--- src/rtl/bkts_pkg.sv ---
package bkts_pkg;
  localparam int unsigned BKTS_CNT_W = 32;
  localparam int unsigned BKTS_IGN_W = 3;

  typedef enum logic [1:0] {
    BKTS_IDLE    = 2'b00,
    BKTS_CAPTURE = 2'b01,
    BKTS_LOCKED  = 2'b10
  } bkts_evt_e;
endpackage

--- src/rtl/bkts_mask_gen.sv ---
module bkts_mask_gen #(
  parameter int unsigned CNT_W = 32,
  parameter int unsigned IGN_W = 3
) (
  input  logic             lp_en,
  input  logic [IGN_W-1:0] lp_ign,
  output logic [CNT_W-1:0] keep_mask
);
  localparam int unsigned IGN_MAX = (1 << IGN_W) - 1;

  logic [31:0] ign_cnt;
  assign ign_cnt = 32'(lp_ign);

  for (genvar g = 0; g < CNT_W; g++) begin : g_bit
    if (g < IGN_MAX) begin : g_maskable
      assign keep_mask[g] = ~(lp_en & (ign_cnt > 32'(g)));
    end else begin : g_fixed
      assign keep_mask[g] = 1'b1;
    end
  end
endmodule

--- src/rtl/bkts_capture_ctrl.sv ---
module bkts_capture_ctrl
  import bkts_pkg::*;
(
  input  logic clk,
  input  logic rst,
  input  logic bu_entry,
  input  logic ts_en,
  input  logic clr_status,
  output logic capture,
  output logic valid_q
);
  bkts_evt_e evt;
  logic      unlocked;

  // A clear in the same cycle releases the lock before the entry is judged.
  assign unlocked = ~valid_q | clr_status;

  always_comb begin
    evt = BKTS_IDLE;
    if (bu_entry && ts_en) begin
      evt = unlocked ? BKTS_CAPTURE : BKTS_LOCKED;
    end
  end

  assign capture = (evt == BKTS_CAPTURE);

  always_ff @(posedge clk) begin
    if (rst) begin
      valid_q <= 1'b0;
    end else if (capture) begin
      valid_q <= 1'b1;
    end else if (clr_status) begin
      valid_q <= 1'b0;
    end
  end
endmodule

--- src/rtl/bkts_stamp_reg.sv ---
module bkts_stamp_reg #(
  parameter int unsigned CNT_W = 32
) (
  input  logic             clk,
  input  logic             rst,
  input  logic             load,
  input  logic [CNT_W-1:0] din,
  output logic [CNT_W-1:0] dout
);
  always_ff @(posedge clk) begin
    if (rst) begin
      dout <= '0;
    end else if (load) begin
      dout <= din;
    end
  end
endmodule

--- src/rtl/backup_stamp_capture.sv ---
module backup_stamp_capture
  import bkts_pkg::*;
#(
  parameter int unsigned CNT_W = BKTS_CNT_W,
  parameter int unsigned IGN_W = BKTS_IGN_W
) (
  input  logic             clk,
  input  logic             rst,
  input  logic [CNT_W-1:0] cnt_value,
  input  logic             bu_entry,
  input  logic             ts_en,
  input  logic             lp_en,
  input  logic [IGN_W-1:0] lp_ign,
  input  logic             clr_status,
  output logic [CNT_W-1:0] stamp,
  output logic             stamp_valid
);
  logic [CNT_W-1:0] keep_mask;
  logic             capture;

  bkts_mask_gen #(.CNT_W(CNT_W), .IGN_W(IGN_W)) u_mask (
    .lp_en     (lp_en),
    .lp_ign    (lp_ign),
    .keep_mask (keep_mask)
  );

  bkts_capture_ctrl u_ctrl (
    .clk        (clk),
    .rst        (rst),
    .bu_entry   (bu_entry),
    .ts_en      (ts_en),
    .clr_status (clr_status),
    .capture    (capture),
    .valid_q    (stamp_valid)
  );

  bkts_stamp_reg #(.CNT_W(CNT_W)) u_reg (
    .clk  (clk),
    .rst  (rst),
    .load (capture),
    .din  (cnt_value & keep_mask),
    .dout (stamp)
  );
endmodule

--- config.mk ---
export PLATFORM = sky130hd
export DESIGN_NAME = backup_stamp_capture
export DESIGN_NICKNAME = d
export VERILOG_FILES = /design/src/rtl/bkts_pkg.sv /design/src/rtl/bkts_mask_gen.sv /design/src/rtl/bkts_capture_ctrl.sv /design/src/rtl/bkts_stamp_reg.sv /design/src/rtl/backup_stamp_capture.sv
export SDC_FILE = /design/constraint.sdc
export NUM_CORES = 1
export LEC_CHECK = 0
export BUFFER_PORTS_ARGS = -buffer_cell sky130_fd_sc_hd__buf_4
export CAP_MARGIN = 15
export CORE_MARGIN = 5
export CORE_UTILIZATION = 42
export DETAILED_ROUTE_END_ITERATION = 10
export MAX_ROUTING_LAYER = met4
export PLACE_DENSITY = 0.73
export SKIP_CTS_REPAIR_TIMING = 1
export SYNTH_ARGS = -nofsm -noshare
export SYNTH_HDL_FRONTEND = slang
export SYNTH_HIERARCHICAL = 1
export SYNTH_SLANG_ARGS = --single-unit
--- constraint.sdc ---
create_clock -name clk -period 1.4 [get_ports clk]
set_clock_uncertainty 0.2 [all_clocks]
set_input_delay 0.21 -clock clk [delete_from_list [all_inputs] [get_ports clk]]
set_output_delay 0.21 -clock clk [all_outputs]
set_load 0.005 [all_outputs]
==> metrics.cfg, run 1 <==
[synthesis]
syn_area_per_cell_um2=9.600
ys_seq_area_share_pct=39.55
synth_seq_cells=33
ys_warn_count=6
netlist_area_um2=1670
yosysUniqueCellTypes=20
synth_cells=174

[cells_and_area]
drive_gt1_share_pct=34.80
diodes=0
final_common_cell=buf_4
fillers=403
multi_input_area_um2=829.5
seq_area_um2=661.9
final_cell_mix=74 x buf_4, 32 x and2_1, 32 x mux2i_1, 32 x nor2_1, 32 x dfxtp_1
area_growth_pct=32.88
final_nets=290

[routing]
dr.pass1.iters=3
vias_per_cell=4.130
drc=0
wl_per_cell_um=10.47
vias=1239
wl_um=3140
antenna_left=0
drt_iter0_markers=50

[pwr]
p_per_area_nw_per_um2=875.8
leakage_uw=0.001057
max-vdd-ir-drop_mv=0.5017
p_total_uw=1944

[cts]
clk_pin_slew_ns=0.06
clk_latency_ns=0.27
cts-root-buf=clkbuf_8
cts_tree=built
cts.sinks=33
numCtsBuffers=5
cts_buffer_depth=2
htreeDepth=2

[setup_path]
worstPathRequired_ns=1.36
path_class=register to register
endpoint=u_reg/dout[3]$_SDFFE_PP0P_
reg2reg_depth=5
end_kind=register
regToRegStartpoint=u_ctrl/valid_q$_SDFFE_PP0P_
ff2ff_setup_slack_ns=0.05
path_max_fanout=24
start_kind=register
crit_start=u_ctrl/valid_q$_SDFFE_PP0P_
arrival_ns=1.31
worst_r2r_endpoint=u_reg/dout[3]$_SDFFE_PP0P_

[placed_design]
gp_congestion=0.7235
place.detailed.hpwl_um=2376
portBuffers=73

[sta]
hold_ws_ns=0.04532
hold_viol=0
grt_setup_unrepaired=true
setup_viol=0
period_share_pct=96.52
timing.fmax_mhz=740.0
drv_slew=0
min_period_ns=1.351

[min_path]
hp-class=input port to register

[floorplanning]
core_area_um2=3914
die_height_um=73.07
initial_core_util_pct=42.68
die_area_um2=5338
die_w_um=73.07
num_rows=23
io_pins=74

[global_routing]
track_usage_pct=12.68
grt_pass1_wl_um=5147
grt_max_degree=34
grt_pass1_vias=1207
grt_antenna_before_repair=0
grt_overflow=0

[job]
max-cap-violations=0

[outcome]
status=complete, no violations

## routing by layer
layer  part of all wire (%)  GRT usage [%]
met2                     50          19.96
met1                     40          15.01
met5                      0              -
met4                    2.0          6.762
met3                    7.4          2.755
## synth_stat cells, drive strengths merged
cell	number	share of area, %
nand4	1	0.37
buf	29	16
o31ai	1	0.75
o21ai	1	0.30
dfxtp	33	40
nand2b	1	0.82
nor2	32	7.2
nor2b	1	0.82
nand2	3	0.82
clkbuf	3	0.67
mux2i	32	19
a21o	1	0.52
nand3	1	0.30
a21oi	1	0.52
and2	32	12
conb	1	0.22
o211ai	1	0.45
## cell type report
cell class | count | area share (%)
tap | 50 | 2.818
multi-input combinational | 133 | 37.37
timing repair buffer | 76 | 26.38
sequential | 33 | 29.82
clock buffer | 8 | 3.608
## power breakdown
group	total, uW	switching, uW	leakage [uW]	internal [uW]
Combinational	309	117	0.000749	191
Sequential	990	17.3	0.000269	972
Clock	645	293	0.0000395	352
## how the worst min path moves through the flow
stage | from | to | cells after the start
floorplan | rst | u_ctrl/valid_q$_SDFFE_PP0P_ | 1
global placement | u_reg/dout[13]$_SDFFE_PP0P_ | u_reg/dout[13]$_SDFFE_PP0P_ | 2
detailed placement | u_ctrl/valid_q$_SDFFE_PP0P_ | u_ctrl/valid_q$_SDFFE_PP0P_ | 2
CTS | clr_status | u_ctrl/valid_q$_SDFFE_PP0P_ | 3
global route | ts_en | u_ctrl/valid_q$_SDFFE_PP0P_ | 3
finish | ts_en | u_ctrl/valid_q$_SDFFE_PP0P_ | 3
## metrics by stage
step / setup WS [ns] / instances / setup TNS [ns] / area, um^2 / util (%)
CTS: 0.009295 / 299 / 0 / 2208 / 56.43
global route: -0.05571 / 300 / -0.6090 / 2220 / 56.71
finish: 0.04871 / 300 / 0 / 2220 / 56.71
detailed placement: 0.006709 / 291 / 0 / 2128 / 54.38
global placement: 0.03929 / 291 / 0 / 2128 / 54.38
floorplan: 0.06441 / 198 / 0 / 1760 / -
## worst max-delay path, cell delays in order (launching register included)
cell      delay (ns)
dfxtp_2         0.33
nand2b_4        0.06
nor2b_4         0.16
buf_12          0.21
mux2i_1         0.22
nor2_1          0.05
## kinds of logic (layout without fill, tap and decap cells)
family | Yosys count | in the layout | synth area share [%]
AO/OA/AOI/OAI | 5 | 5 | 2.547
other | 1 | 25 | 0.2245
AND/OR/NAND/NOR | 71 | 71 | 22.32
multiplexers | 32 | 32 | 19.18
flip-flops | 33 | 33 | 39.55
buffers and inverters | 32 | 84 | 16.18
## registers in the layout (all words and copies together) (netlist names)
register / cells
u_ctrl/valid_q: 1
u_reg/dout: 32
(Power assumes the default switching activity.)
==> run 2, diff against run 1 <==
- CORE_MARGIN: 5 -> unset
==> run 2 against run 1 <==
Against the previous run:
- clock power grew 19%
- die area shrank 21%
- worst hold slack lost 0.010 ns
- via count grew 0.65%
- total power grew 6.3%
- critical path depth is the same
- design area grew 0.85%
- setup slack lost 0.016 ns
- critical path type unchanged
- largest power group unchanged
- highest routed layer unchanged
==> metrics.cfg, run 2 (synthesis results as in run 1) <==
[outcome]
status=complete, no violations

[global_routing]
grt_overflow=0
track_usage_pct=15.17
grt_max_degree=34
grt_pass1_wl_um=4774
grt_pass1_vias=1116
grt_antenna_before_repair=0

[min_path]
hp-class=input port to register
holdPathStages=3
hp-start=ts_en
whs_endpoint=u_ctrl/valid_q$_SDFFE_PP0P_

[pwr]
p_per_area_nw_per_um2=923.5
internal-power_uw=1607
p_sw_uw=460.1
clkPwrFrac_pct=37.2
max-vdd-ir-drop_mv=0.6043
leakage_uw=0.001071
power_frac_seq_pct=47.8
switching_share_pct=22.25
p_comb_share_pct=14.9

[cts]
htreeDepth=2
clk_latency_ns=0.27
cts.sinks=33
cts_tree=built
clk_pin_slew_ns=0.06
numCtsBuffers=5
cts-root-buf=clkbuf_8
cts_buffer_depth=2

[setup_path]
worst_r2r_endpoint=u_reg/dout[5]$_SDFFE_PP0P_
crit_start=u_ctrl/valid_q$_SDFFE_PP0P_
arrival_ns=1.32
worstPathRequired_ns=1.36
path_class=register to register
reg2reg_depth=5
path_max_fanout=25
regToRegStartpoint=u_ctrl/valid_q$_SDFFE_PP0P_
ff2ff_setup_slack_ns=0.03
end_kind=register
start_kind=register

[floorplanning]
die_w_um=65.07
core_area_um2=3744
initial_core_util_pct=44.62
die_height_um=65.07
num_rows=22
io_pins=74
die_area_um2=4233

[placed_design]
placedCellCount=289
place.detailed.hpwl_um=2129
gp_congestion=0.7247
place_ws_ns=0.003097
dpl-instance-area_um2=2126
portBuffers=73

[cells_and_area]
largestRegisters=u_reg/dout (32), u_ctrl/valid_q (1)
fillers=352
drive_gt1_share_pct=36.00
largest_register_ff_count=32
largest_register=u_reg/dout
diodes=0
final_cell_mix=74 x buf_4, 32 x and2_1, 32 x mux2i_1, 32 x nor2_1, 32 x dfxtp_1
area_growth_pct=34.01
final_common_cell=buf_4
instances_no_fill=298
final_area_um2=2238
final_nets=290
finish.utilization_pct=59.79

[sta]
period_share_pct=97.65
min_period_ns=1.367
fin_ws_ns=0.03293
hold_viol=0
timing.fmax_mhz=731.5
setup_viol=0
hold_ws_ns=0.03493
drv_slew=0
grt_setup_unrepaired=true

[routing]
drc=0
wl_per_cell_um=10.05
vias=1247
dr.pass1.iters=4
wl_um=2996
drt_iter0_markers=45
antenna_left=0
vias_per_cell=4.185

[job]
max-cap-violations=0

## run 2: cell count changes in the layout (fill, tap and decap cells not counted)
cell,before,now
clkinv_2,0,1
clkbuf_8,5,7
clkbuf_1,3,0
## run 2: worst max-delay path by stage
stage	slack, ns	endpoint
floorplan	0.06	u_reg/dout[0]$_SDFFE_PP0P_
global placement	0.03	u_reg/dout[30]$_SDFFE_PP0P_
detailed placement	0.003	u_reg/dout[7]$_SDFFE_PP0P_
CTS	0.01	u_reg/dout[7]$_SDFFE_PP0P_
global route	-0.06	u_reg/dout[8]$_SDFFE_PP0P_
finish	0.03	u_reg/dout[5]$_SDFFE_PP0P_
## run 2: power by group through the flow
| stage | registers [uW] | logic (uW) | clock network, uW |
|---|---|---|---|
| 3_5_place_dp | 1010 | 309 | 0 |
| 5_1_grt | 992 | 341 | 848 |
| 2_1_floorplan | 1010 | 213 | 0 |
| 6_report | 989 | 309 | 769 |
| 3_3_place_gp | 1010 | 306 | 0 |
| 4_1_cts | 989 | 310 | 805 |
## run 2: through the flow
stage	total power, uW	TNS (ns)
global route	2181	-0.5096
finish	2067	0
floorplan	1224	0
CTS	2104	0
detailed placement	1318	0
global placement	1316	0
## run 2: layer usage
metal	routed length (um)	vias to the layer above	GRT usage [%]	part of all wire, %
met3	193	2	4.754	6.4
met4	19	0	6.522	0.63
met2	1476	43	23.44	49
met5	0	-	-	0
li1	-	660	-	-
met1	1306	542	18.13	44
## run 2: layout make-up
cell class	instances	area, um^2	share of cell area [%]
Sequential cell	33	661.9	29.57
Multi-Input combinational cell	133	829.5	37.06
Timing Repair Buffer	76	585.6	26.16
Clock inverter	1	5.005	0.2236
Tap cell	48	60.06	2.683
Clock buffer	7	96.34	4.304
## run 2: critical path, stage by stage (launching register included)
cell,delay [ns]
dfxtp_2,0.33
nand2b_4,0.06
nor2b_4,0.16
buf_12,0.22
mux2i_1,0.21
nor2_1,0.06
